## src/rtl/scl_div_pkg.sv

```systemverilog
// Shared constants and types for the SCL rate divider.
package scl_div_pkg;

    // Fixed part of the SCL period and the tick weight of one period step.
    localparam int BASE_TICKS = 20;
    localparam int SCGD_STEP  = 8;

    typedef enum logic [1:0] {
        PH_IDLE,
        PH_LEAD,
        PH_LOW,
        PH_HIGH
    } phase_e;

endpackage

```

## src/rtl/scl_tick_prescaler.sv

```systemverilog
// Divides the peripheral clock by (div+1) and gives a one-cycle tick enable.
// Assumes that div stays stable while enabled. A low enable restarts the
// count, so the first tick after enabling comes on the (div+1)-th edge.
module scl_tick_prescaler #(
    parameter int DIV_W = 3
) (
    input  logic             clk,
    input  logic             rst_n,
    input  logic             en,
    input  logic [DIV_W-1:0] div,
    output logic             tick
);

    logic [DIV_W-1:0] pre_q;

    // Count clocks from 0 up to div, then wrap around.
    always_ff @(posedge clk) begin
        if (!rst_n || !en) begin
            pre_q <= '0;
        end else if (pre_q == div) begin
            pre_q <= '0;
        end else begin
            pre_q <= pre_q + 1'b1;
        end
    end

    assign tick = en && (pre_q == div);

    // with a nonzero stable divisor, ticks never land on two consecutive clocks
    a_r1_tick_spacing: assert property (@(posedge clk) disable iff (!rst_n)
        (en && $past(en) && $past(tick) && $stable(div) && div != '0) |-> !tick);

endmodule

```

## src/rtl/scl_phase_len.sv

```systemverilog
// Works out the SCL period, low-phase and high-phase lengths in ticks from
// the period step and the compensation count. Purely combinational.
module scl_phase_len
    import scl_div_pkg::*;
#(
    parameter int SCGD_W = 6,
    parameter int COMP_W = 6,
    parameter int PER_W  = 10
) (
    input  logic [SCGD_W-1:0] scgd,
    input  logic [COMP_W-1:0] comp,
    output logic [PER_W-1:0]  low_len,
    output logic [PER_W-1:0]  high_len
);

    logic [PER_W-1:0] period;

    // Period = base + step*scgd + compensation.
    assign period   = PER_W'(BASE_TICKS) + PER_W'(scgd) * PER_W'(SCGD_STEP) + PER_W'(comp);
    // The low phase takes the rounded-up half; the high phase takes the rest.
    assign low_len  = (period + PER_W'(1)) >> 1;
    assign high_len = period - low_len;

endmodule

```

## src/rtl/scl_phase_fsm.sv

```systemverilog
// Sequences lead-in, low and high SCL phases on internal ticks.
// Assumes the phase lengths stay stable while running. The high phase counts
// only ticks seen with SCL high (stretch support). A low enable returns it to idle.
module scl_phase_fsm
    import scl_div_pkg::*;
#(
    parameter int PER_W      = 10,
    parameter int LEAD_SHORT = 6,
    parameter int LEAD_LONG  = 17
) (
    input  logic             clk,
    input  logic             rst_n,
    input  logic             en,
    input  logic             run,
    input  logic             tick,
    input  logic             lead_long,
    input  logic             scl_in,
    input  logic [PER_W-1:0] low_len,
    input  logic [PER_W-1:0] high_len,
    output logic             drive_low,
    output logic             fall_stb,
    output logic             rise_stb
);

    phase_e           st_q;
    logic [PER_W-1:0] cnt_q;
    logic [PER_W-1:0] lead_len;

    assign lead_len = lead_long ? PER_W'(LEAD_LONG) : PER_W'(LEAD_SHORT);

    // Phase sequencing: the tick counter, the SCL pull-down and the edge strobes.
    always_ff @(posedge clk) begin
        if (!rst_n || !en) begin
            st_q      <= PH_IDLE;
            cnt_q     <= '0;
            drive_low <= 1'b0;
            fall_stb  <= 1'b0;
            rise_stb  <= 1'b0;
        end else begin
            fall_stb <= 1'b0;
            rise_stb <= 1'b0;
            case (st_q)
                PH_IDLE: begin
                    if (run) begin
                        st_q  <= PH_LEAD;
                        cnt_q <= '0;
                    end
                end
                PH_LEAD: begin
                    if (tick) begin
                        if (cnt_q == lead_len - 1'b1) begin
                            st_q      <= PH_LOW;
                            cnt_q     <= '0;
                            drive_low <= 1'b1;
                            fall_stb  <= 1'b1;
                        end else begin
                            cnt_q <= cnt_q + 1'b1;
                        end
                    end
                end
                PH_LOW: begin
                    if (tick) begin
                        if (cnt_q == low_len - 1'b1) begin
                            st_q      <= PH_HIGH;
                            cnt_q     <= '0;
                            drive_low <= 1'b0;
                            rise_stb  <= 1'b1;
                        end else begin
                            cnt_q <= cnt_q + 1'b1;
                        end
                    end
                end
                PH_HIGH: begin
                    if (tick && scl_in) begin
                        if (cnt_q == high_len - 1'b1) begin
                            cnt_q <= '0;
                            if (run) begin
                                st_q      <= PH_LOW;
                                drive_low <= 1'b1;
                                fall_stb  <= 1'b1;
                            end else begin
                                st_q <= PH_IDLE;
                            end
                        end else begin
                            cnt_q <= cnt_q + 1'b1;
                        end
                    end
                end
                default: st_q <= PH_IDLE;
            endcase
        end
    end

    // strobes are only issued on tick edges
    a_r8_strobe_on_tick: assert property (@(posedge clk) disable iff (!rst_n)
        (fall_stb || rise_stb) |-> $past(tick));

    // rise and fall strobes are never high together
    a_r8_strobes_exclusive: assert property (@(posedge clk) disable iff (!rst_n)
        !(fall_stb && rise_stb));

    // a release only follows a driven-low cycle
    a_r3_rise_after_low: assert property (@(posedge clk) disable iff (!rst_n)
        rise_stb |-> $past(drive_low));

    // a held-low line freezes the high-phase count
    a_r4_stretch_hold: assert property (@(posedge clk) disable iff (!rst_n)
        (en && st_q == PH_HIGH && !scl_in) |=> (cnt_q == $past(cnt_q)));

    // a low enable clears the pull-down and strobes on the next clock
    a_r7_disable_clears: assert property (@(posedge clk) disable iff (!rst_n)
        !en |=> (!drive_low && !fall_stb && !rise_stb));

endmodule

```

## src/rtl/scl_rate_gen.sv

```systemverilog
// Top of the SCL rate divider. Unpacks the configuration word (period step
// above prescale value), drives the tick prescaler, works out the phase
// lengths and sequences the SCL phases. Configuration must stay stable while enabled.
module scl_rate_gen
    import scl_div_pkg::*;
#(
    parameter int DIV_W      = 3,
    parameter int SCGD_W     = 6,
    parameter int COMP_W     = 6,
    parameter int LEAD_SHORT = 6,
    parameter int LEAD_LONG  = 17
) (
    input  logic                     clk,
    input  logic                     rst_n,
    input  logic                     enable,
    input  logic                     run,
    input  logic [SCGD_W+DIV_W-1:0]  clk_cfg,
    input  logic [COMP_W-1:0]        comp_ticks,
    input  logic                     lead_long,
    input  logic                     scl_in,
    output logic                     tick,
    output logic                     scl_drive_low,
    output logic                     scl_fall_stb,
    output logic                     scl_rise_stb
);

    localparam int MAX_PER = BASE_TICKS + SCGD_STEP * ((1 << SCGD_W) - 1) + (1 << COMP_W);
    localparam int MAX_LEN = (MAX_PER > LEAD_LONG) ? MAX_PER : LEAD_LONG;
    localparam int PER_W   = $clog2(MAX_LEN + 1);

    logic [DIV_W-1:0]  div_f;
    logic [SCGD_W-1:0] scgd_f;
    logic [PER_W-1:0]  low_len;
    logic [PER_W-1:0]  high_len;

    // Field unpacking: the prescale value sits in the low bits.
    assign div_f  = clk_cfg[DIV_W-1:0];
    assign scgd_f = clk_cfg[SCGD_W+DIV_W-1:DIV_W];

    scl_tick_prescaler #(
        .DIV_W (DIV_W)
    ) u_prescaler (
        .clk   (clk),
        .rst_n (rst_n),
        .en    (enable),
        .div   (div_f),
        .tick  (tick)
    );

    scl_phase_len #(
        .SCGD_W (SCGD_W),
        .COMP_W (COMP_W),
        .PER_W  (PER_W)
    ) u_len (
        .scgd     (scgd_f),
        .comp     (comp_ticks),
        .low_len  (low_len),
        .high_len (high_len)
    );

    scl_phase_fsm #(
        .PER_W      (PER_W),
        .LEAD_SHORT (LEAD_SHORT),
        .LEAD_LONG  (LEAD_LONG)
    ) u_fsm (
        .clk       (clk),
        .rst_n     (rst_n),
        .en        (enable),
        .run       (run),
        .tick      (tick),
        .lead_long (lead_long),
        .scl_in    (scl_in),
        .low_len   (low_len),
        .high_len  (high_len),
        .drive_low (scl_drive_low),
        .fall_stb  (scl_fall_stb),
        .rise_stb  (scl_rise_stb)
    );

endmodule

```

## config.mk

```make
export PLATFORM = sky130hd
export DESIGN_NAME = scl_rate_gen
export DESIGN_NICKNAME = d
export VERILOG_FILES = /design/src/rtl/scl_div_pkg.sv /design/src/rtl/scl_tick_prescaler.sv /design/src/rtl/scl_phase_len.sv /design/src/rtl/scl_phase_fsm.sv /design/src/rtl/scl_rate_gen.sv
export SDC_FILE = /design/constraint.sdc
export NUM_CORES = 1
export LEC_CHECK = 0
export ABC_CLOCK_PERIOD_IN_PS = 6700
export BUFFER_PORTS_ARGS = -buffer_cell sky130_fd_sc_hd__clkbuf_2
export CORE_MARGIN = 2
export CORE_UTILIZATION = 35
export CTS_BUF_LIST = sky130_fd_sc_hd__clkbuf_4 sky130_fd_sc_hd__clkbuf_8
export DETAILED_ROUTE_END_ITERATION = 8
export GPL_ROUTABILITY_DRIVEN = 0
export PLACE_DENSITY = 0.61
export SLEW_MARGIN = 30
export SYNTH_ARGS = -nofsm -noshare
export SYNTH_HDL_FRONTEND = slang
export SYNTH_SLANG_ARGS = --single-unit
export TNS_END_PERCENT = 10
```

## constraint.sdc

```tcl
create_clock -name clk -period 6.7 [get_ports clk]
set_input_delay 0.335 -clock clk [delete_from_list [all_inputs] [get_ports clk]]
set_output_delay 0.335 -clock clk [all_outputs]
set_load 0.05 [all_outputs]
```

=== After elaboration in Yosys (flattened, before gate mapping) ===
Index checks and enable logic that the tools add are counted.

* $add $sub $neg: 9
* Equal/unequal tests: 15
* Muxes and demuxes: 33
* Bitwise gates (word level): 2
* Reduce and logical (&&, ||, !) cells: 12

{| class="wikitable"
|+ Operators with widths
! kind !! number
|-
| 10-bit 2-to-1 mux || 7
|-
| 10-bit one-hot mux with 4 select lines || 1
|-
| 10-bit == test || 3
|-
| 10-bit by 1-bit adder with 10-bit output (second input constant) || 2
|-
| 10-bit by 1-bit subtractor with 10-bit output (second input constant) || 2
|-
| 2-bit 2-to-1 mux || 8
|-
| 1-bit 2-to-1 mux || 13
|-
| 2-bit by 1-bit inequality test with 1-bit output (second input constant) || 6
|-
| 10-bit by 6-bit adder with 10-bit output || 1
|-
| 5-bit by 9-bit adder with 10-bit output (first input constant) || 1
|-
| 10-bit by 9-bit subtractor with 10-bit output || 1
|-
| 9-bit by 1-bit subtractor with 10-bit output (second input constant) || 1
|-
| 2-bit one-hot mux with 4 select lines || 1
|-
| 8-bit AND reduction || 1
|-
| 7-bit AND reduction || 1
|-
| 5-bit 2-to-1 mux || 1
|-
| 2-bit == test (second input constant) || 2
|-
| 2-bit inequality test (second input constant) || 2
|-
| 4-bit AND reduction || 1
|-
| 3-bit by 1-bit adder with 3-bit output (second input constant) || 1
|-
| 3-bit == test || 1
|-
| 1-bit one-hot mux with 3 select lines || 1
|-
| 3-bit nonzero test || 1
|-
| 3-bit OR reduction || 1
|-
| other kinds (8) || 11
|}

* Bits in registers: 18
* Output and inout bits: 4
* Word-level logic and storage cells: 77

=== Longest topological paths before layout ===
* Depth in word-level cells: 9
* Gate-level depth with buffers: 20

=== Hierarchy ===
From an unflattened synthesis, not the netlist that was laid out.

* Cell total of the unflattened synthesis: 342
* Area total of the unflattened synthesis: 2796.4 um^2

{| class="wikitable"
|+ By module, submodules not included
! module !! instances !! cells an instance !! area an instance (um^2) !! seq. area each (um^2)
|-
| scl_phase_fsm || 1 || 216 || 1745.4 || 300.3
|-
| scl_phase_len || 1 || 112 || 900.9 || 0.0
|-
| scl_tick_prescaler || 1 || 14 || 150.1 || 60.1
|}

=== Worst setup path before layout ===
No wires, ideal clock.

* Kind: input port to flip-flop
* Start: in clk_cfg[3]
* End: reg u_fsm.cnt_q[6]
* Arrival time: 4.481 ns
* Required time: 6.580 ns
* Path slack: 2.099 ns
* Stages on the path: 20
* Path buffers: 2
* Cells stage by stage: ha_1 > ha_1 > inv_1 > fa_1 > xor2_2 > nor3_2 > or3_1 > and2_1 > buf_4 > ha_1 > nand2_1 > o211ai_1 > o31a_1 > xnor2_1 > o41ai_1 > nand2_1 > o31ai_4 > buf_6 > nor3_1 > a211o_1

* Word-level cells in the longest chain between the ends: 9
* Elaborated cells between the ends (all ways): 13
* Classes of those cells: 6 x add/sub; 2 x eq/ne; 5 x mux

{| class="wikitable"
|+ Ends and longest elaborated chain
! what !! RTL line !! RTL
|-
| start, declared || scl_rate_gen.sv:17 || <nowiki>input logic [SCGD_W+DIV_W-1:0] clk_cfg,</nowiki>
|-
| 5-bit by 9-bit adder with 10-bit output * || scl_phase_len.sv:19 || <nowiki>assign period = PER_W'(BASE_TICKS) + PER_W'(scgd) * PER_W'(SCGD_STEP) + PER_W'(comp);</nowiki>
|-
| 10-bit by 6-bit adder with 10-bit output * || scl_phase_len.sv:19 ||
|-
| 10-bit by 1-bit adder with 10-bit output || scl_phase_len.sv:21 || <nowiki>assign low_len = (period + PER_W'(1)) >> 1;</nowiki>
|-
| 10-bit by 9-bit subtractor with 10-bit output || scl_phase_len.sv:22 || <nowiki>assign high_len = period - low_len;</nowiki>
|-
| 10-bit by 1-bit subtractor with 10-bit output || scl_phase_fsm.sv:75 || <nowiki>if (cnt_q == high_len - 1'b1) begin</nowiki>
|-
| 10-bit == test || scl_phase_fsm.sv:75 ||
|-
| 10-bit 2-to-1 mux || scl_phase_fsm.sv:75 ||
|-
| 10-bit 2-to-1 mux || scl_phase_fsm.sv:74 || <nowiki>if (tick && scl_in) begin</nowiki>
|-
| 10-bit one-hot mux with 4 select lines * || scl_phase_fsm.sv:42 || <nowiki>case (st_q)</nowiki>
|-
| end signal, assigned || scl_phase_fsm.sv:57 || <nowiki>cnt_q <= cnt_q + 1'b1;</nowiki>
|-
| end signal, assigned || scl_phase_fsm.sv:69 || <nowiki>cnt_q <= cnt_q + 1'b1;</nowiki>
|-
| end signal, assigned || scl_phase_fsm.sv:85 || <nowiki>cnt_q <= cnt_q + 1'b1;</nowiki>
|-
| end, declared || scl_phase_fsm.sv:26 || <nowiki>logic [PER_W-1:0] cnt_q;</nowiki>
|}

Mark *: on every way between the ends. The rest lies on a longest branch, timed or not. The select of a mux whose other input is x is not followed.
A chain may end at the register's enable or synchronous reset.

=== Final worst setup path ===
Same ends and word-level chain as after synthesis.

==> flow_metrics.py <==
metrics = {
    "place": {
        "dp.final_hpwl_um": 3920,
        "postPlaceCellArea_sq_um": 2470,
        "dpl.cell_count": 371,
        "dp_slack_ps": 1430,
        "io_buffers": 24,
    },
    "pwr": {
        "powerDensity_nw_per_um2": 180,
        "total_power_mw": 0.455,
        "clockPowerShare_pct": 20.2,
        "p_int_mw": 0.274,
        "seqPwrFrac_pct": 24.2,
        "power_frac_comb_pct": 55.6,
        "vdd_ir_drop_max_uv": 118,
        "p_sw_share_pct": 39.8,
        "p_leak_nw": 1.13,
        "netSwitchingPower_mw": 0.181,
    },
    "outcome": {
        "status": "completed",
    },
    "clock_network": {
        "worstSkewPairLatency_ps": 260,
        "cts_tree": "yes",
        "cts.sinks": 18,
        "htreeDepth": 1,
        "cts-resized-gates": 0,
        "cts-buffers-inserted": 3,
        "path_clk_slew_ps": 70,
        "postCtsSetupBuffers": 0,
        "cts_hold_buf": 0,
        "cts_max_path_buffers": 2,
        "cts-root-buf": "clkbuf_8",
    },
    "logic_synthesis": {
        "yosysTopAreaCell": "dfxtp_1",
        "synth_top_flop_cell": "dfxtp_1",
        "synthArstFlopShare_pct": 0,
        "synth_seq_cells": 18,
        "ys_warn_count": 0,
        "synth_most_common_cell": "ha_1",
        "synth_edf_count": 0,
        "netlist_instances": 283,
        "synth_cell_types": 64,
        "synth_top_area_share_pct": 15.5,
        "netlist_area_sq_um": 2320,
        "syn-num-nets": 331,
        "yosysSeqAreaShare_pct": 15.5,
        "synth_common_cells": "ha_1 (25), xnor2_1 (24), inv_1 (21), nand2_1 (21), dfxtp_1 (18)",
        "synth_area_leaders": "dfxtp_1 (16%), ha_1 (13%), xnor2_1 (9.1%), xor2_1 (4.5%), inv_1 (3.4%)",
        "syn_area_per_cell_sq_um": 8.19,
    },
    "route": {
        "drt_iter0_markers": 111,
        "wire_per_inst_um": 12.9,
        "ant_nets": 0,
        "num_vias": 2007,
        "route.detailed.drc": 0,
        "first_pass_iters": 4,
        "vias_per_cell": 5.35,
        "drt_wl_total_um": 4840,
    },
    "cells_and_area": {
        "drive_gt1_share_pct": 14.8,
        "final_area_sq_um": 2530,
        "seqCellArea_sq_um": 360,
        "multi_input_area_sq_um": 1810,
        "fin_util_pct": 39.6,
        "antennaDiodeCount": 0,
        "finalNetCount": 347,
        "nFillCells": 647,
        "instances_no_fill": 375,
        "areaGrowthSynthToFinish_pct": 9.01,
    },
    "timing": {
        "rsz0062_at_grt": "no",
        "hold_viol_final": 0,
        "setup_tns_ps": 0,
        "maxSlewHeadroom_pct": 54.3,
        "final.setup_skew_ps": 3.78,
        "drv_slew": 0,
        "period_needed_ps": 5000,
        "max_freq_ghz": 0.200,
        "worstMarginPinSlew_ps": 685,
        "holdWs_ps": 428,
        "setup_violations": 0,
        "finalWorstSetupSlack_ps": 1700,
        "period_share_pct": 74.6,
    },
    "worst_setup_path": {
        "crit_slowest_cell": "o31ai_4",
        "r2r_cells": 8,
        "max_stage_delay_ps": 600,
        "cp-end-kind": "flip-flop",
        "crit_top_cell": "ha_1",
        "r2r_slack_ps": 3770,
        "worstPathMaxFanout": 18,
        "cp.required_ps": 6850,
        "startpoint": "clk_cfg[3]",
        "crit_chain": "clkbuf_2 -> ha_1 -> ha_1 -> inv_1 -> fa_1 -> nand2b_2 -> a21oi_4 -> xor2_2 -> xnor2_2 -> ha_1 -> a21o_1 -> a31oi_1 -> o21ai_0 -> xnor2_1 -> o41ai_1 -> nand2_1 -> o31ai_4 -> nor3_1 -> a211o_1",
        "worstPathArrival_ps": 5150,
        "r2r-start": "u_fsm.cnt_q[2]",
        "critical_path.reg2reg.endpoint": "u_fsm.cnt_q[6]",
        "critPathLaunchType": "primary input",
        "worst-setup-path-type": "primary input to flip-flop",
    },
    "hold_path": {
        "holdPathStages": 3,
        "hold_path_class": "primary input to flip-flop",
        "hold_path_startpoint": "rst_n",
        "min_to": "u_fsm.cnt_q[0]",
    },
    "job": {
        "cap_violations": 0,
    },
    "grt": {
        "grt_start_max_net_pins": 19,
        "antenna_found_initial": 0,
        "grt_pass1_vias": 1904,
        "grt-ovfl-total": 0,
        "grt_pass1_wl_um": 8670,
        "gr-usage-all-layers_pct": 14.2,
    },
    "die": {
        "die_area_sq_um": 7290,
        "die_y_um": 85.4,
        "initial_utilization_pct": 36.3,
        "core_sq_um": 6390,
        "num_rows": 29,
        "fp.dieW_um": 85.4,
        "io_pins": 25,
    },
}
## cells by family (layout without fill, tap and decap cells)
family / Yosys count / after routing / share of synthesized area (%)
adders and majority gates: 27 / 27 / 15.2
buffers and inverters: 36 / 51 / 6.42
DFF: 18 / 18 / 15.5
muxes: 1 / 1 / 0.486
and+or+nand+nor: 98 / 98 / 23.6
xor gates and xnor gates: 43 / 43 / 18.8
AOI/OAI and AO/OA: 60 / 60 / 19.9
## area by class of cell
type,instances,share of cell area (%)
inverters,23,3.42
multi-input cells,229,71.6
clock buffers,4,2.18
well taps,77,3.81
flip-flops and latches,18,14.3
repair buffers,24,4.75
## layout by cell type, fill, tap and decap left out, drive strengths merged, types with 3 or more instances in the layout
cell,synthesis,layout
a211oi,3,3
a21o,5,5
a21oi,11,11
a22o,4,4
a31oi,3,3
and2,3,3
and3,11,11
clkbuf,8,28
dfxtp,18,18
ha,25,25
inv,23,23
nand2,21,21
nand2b,3,3
nand3,8,8
nand4,4,4
nor2,15,15
nor2b,3,3
nor3,7,7
nor3b,3,3
nor4,7,7
o21a,4,4
o21ai,8,8
o31ai,4,4
or4,3,3
xnor2,28,28
xor2,14,14
## power by group through the flow
stage | clock (mW) | sequential [mW] | combinational (mW)
after floorplan | 0 | 0.113 | 0.211
after global placement | 0 | 0.112 | 0.250
after detailed placement | 0 | 0.112 | 0.252
after CTS | 0.0943 | 0.110 | 0.253
after global routing | 0.0985 | 0.110 | 0.285
final | 0.0920 | 0.110 | 0.253
## critical path, delay by kind of cell
| family | cells | cell delay, ps |
|---|---|---|
| XOR/XNOR | 3 | 740 |
| AND/OR/NAND/NOR | 3 | 540 |
| AO/OA/AOI/OAI | 7 | 2120 |
| adder cells (fa/ha/maj) | 4 | 1250 |
| buffers and inverters | 2 | 150 |
## per-layer routing
metal / share of wire (%) / GRT usage (%) / vias up
met1: 53 / 20.7 / 915
li1: - / - / 1049
met3: 3.3 / 2.33 / 2
met2: 43 / 22.1 / 41
met5: 0 / 0 / -
met4: 0.76 / 3.03 / 0
## state kept, by name, indices dropped and copies added, names as in the netlist
name / count
u_fsm.cnt_q: 10
u_prescaler.pre_q: 3
u_fsm.st_q: 2
u_fsm.drive_low: 1
u_fsm.fall_stb: 1
u_fsm.rise_stb: 1
## how the worst max path moves through the flow
stage,cells past startpoint,slack (ps),endpoint
after floorplan,20,2100,u_fsm.cnt_q[6]
after global placement,19,1530,u_fsm.cnt_q[6]
after detailed placement,19,1430,u_fsm.cnt_q[6]
after CTS,19,1720,u_fsm.cnt_q[6]
after global routing,19,1230,u_fsm.cnt_q[4]
final,19,1700,u_fsm.cnt_q[6]
Power figures use the tool's default switching activity.
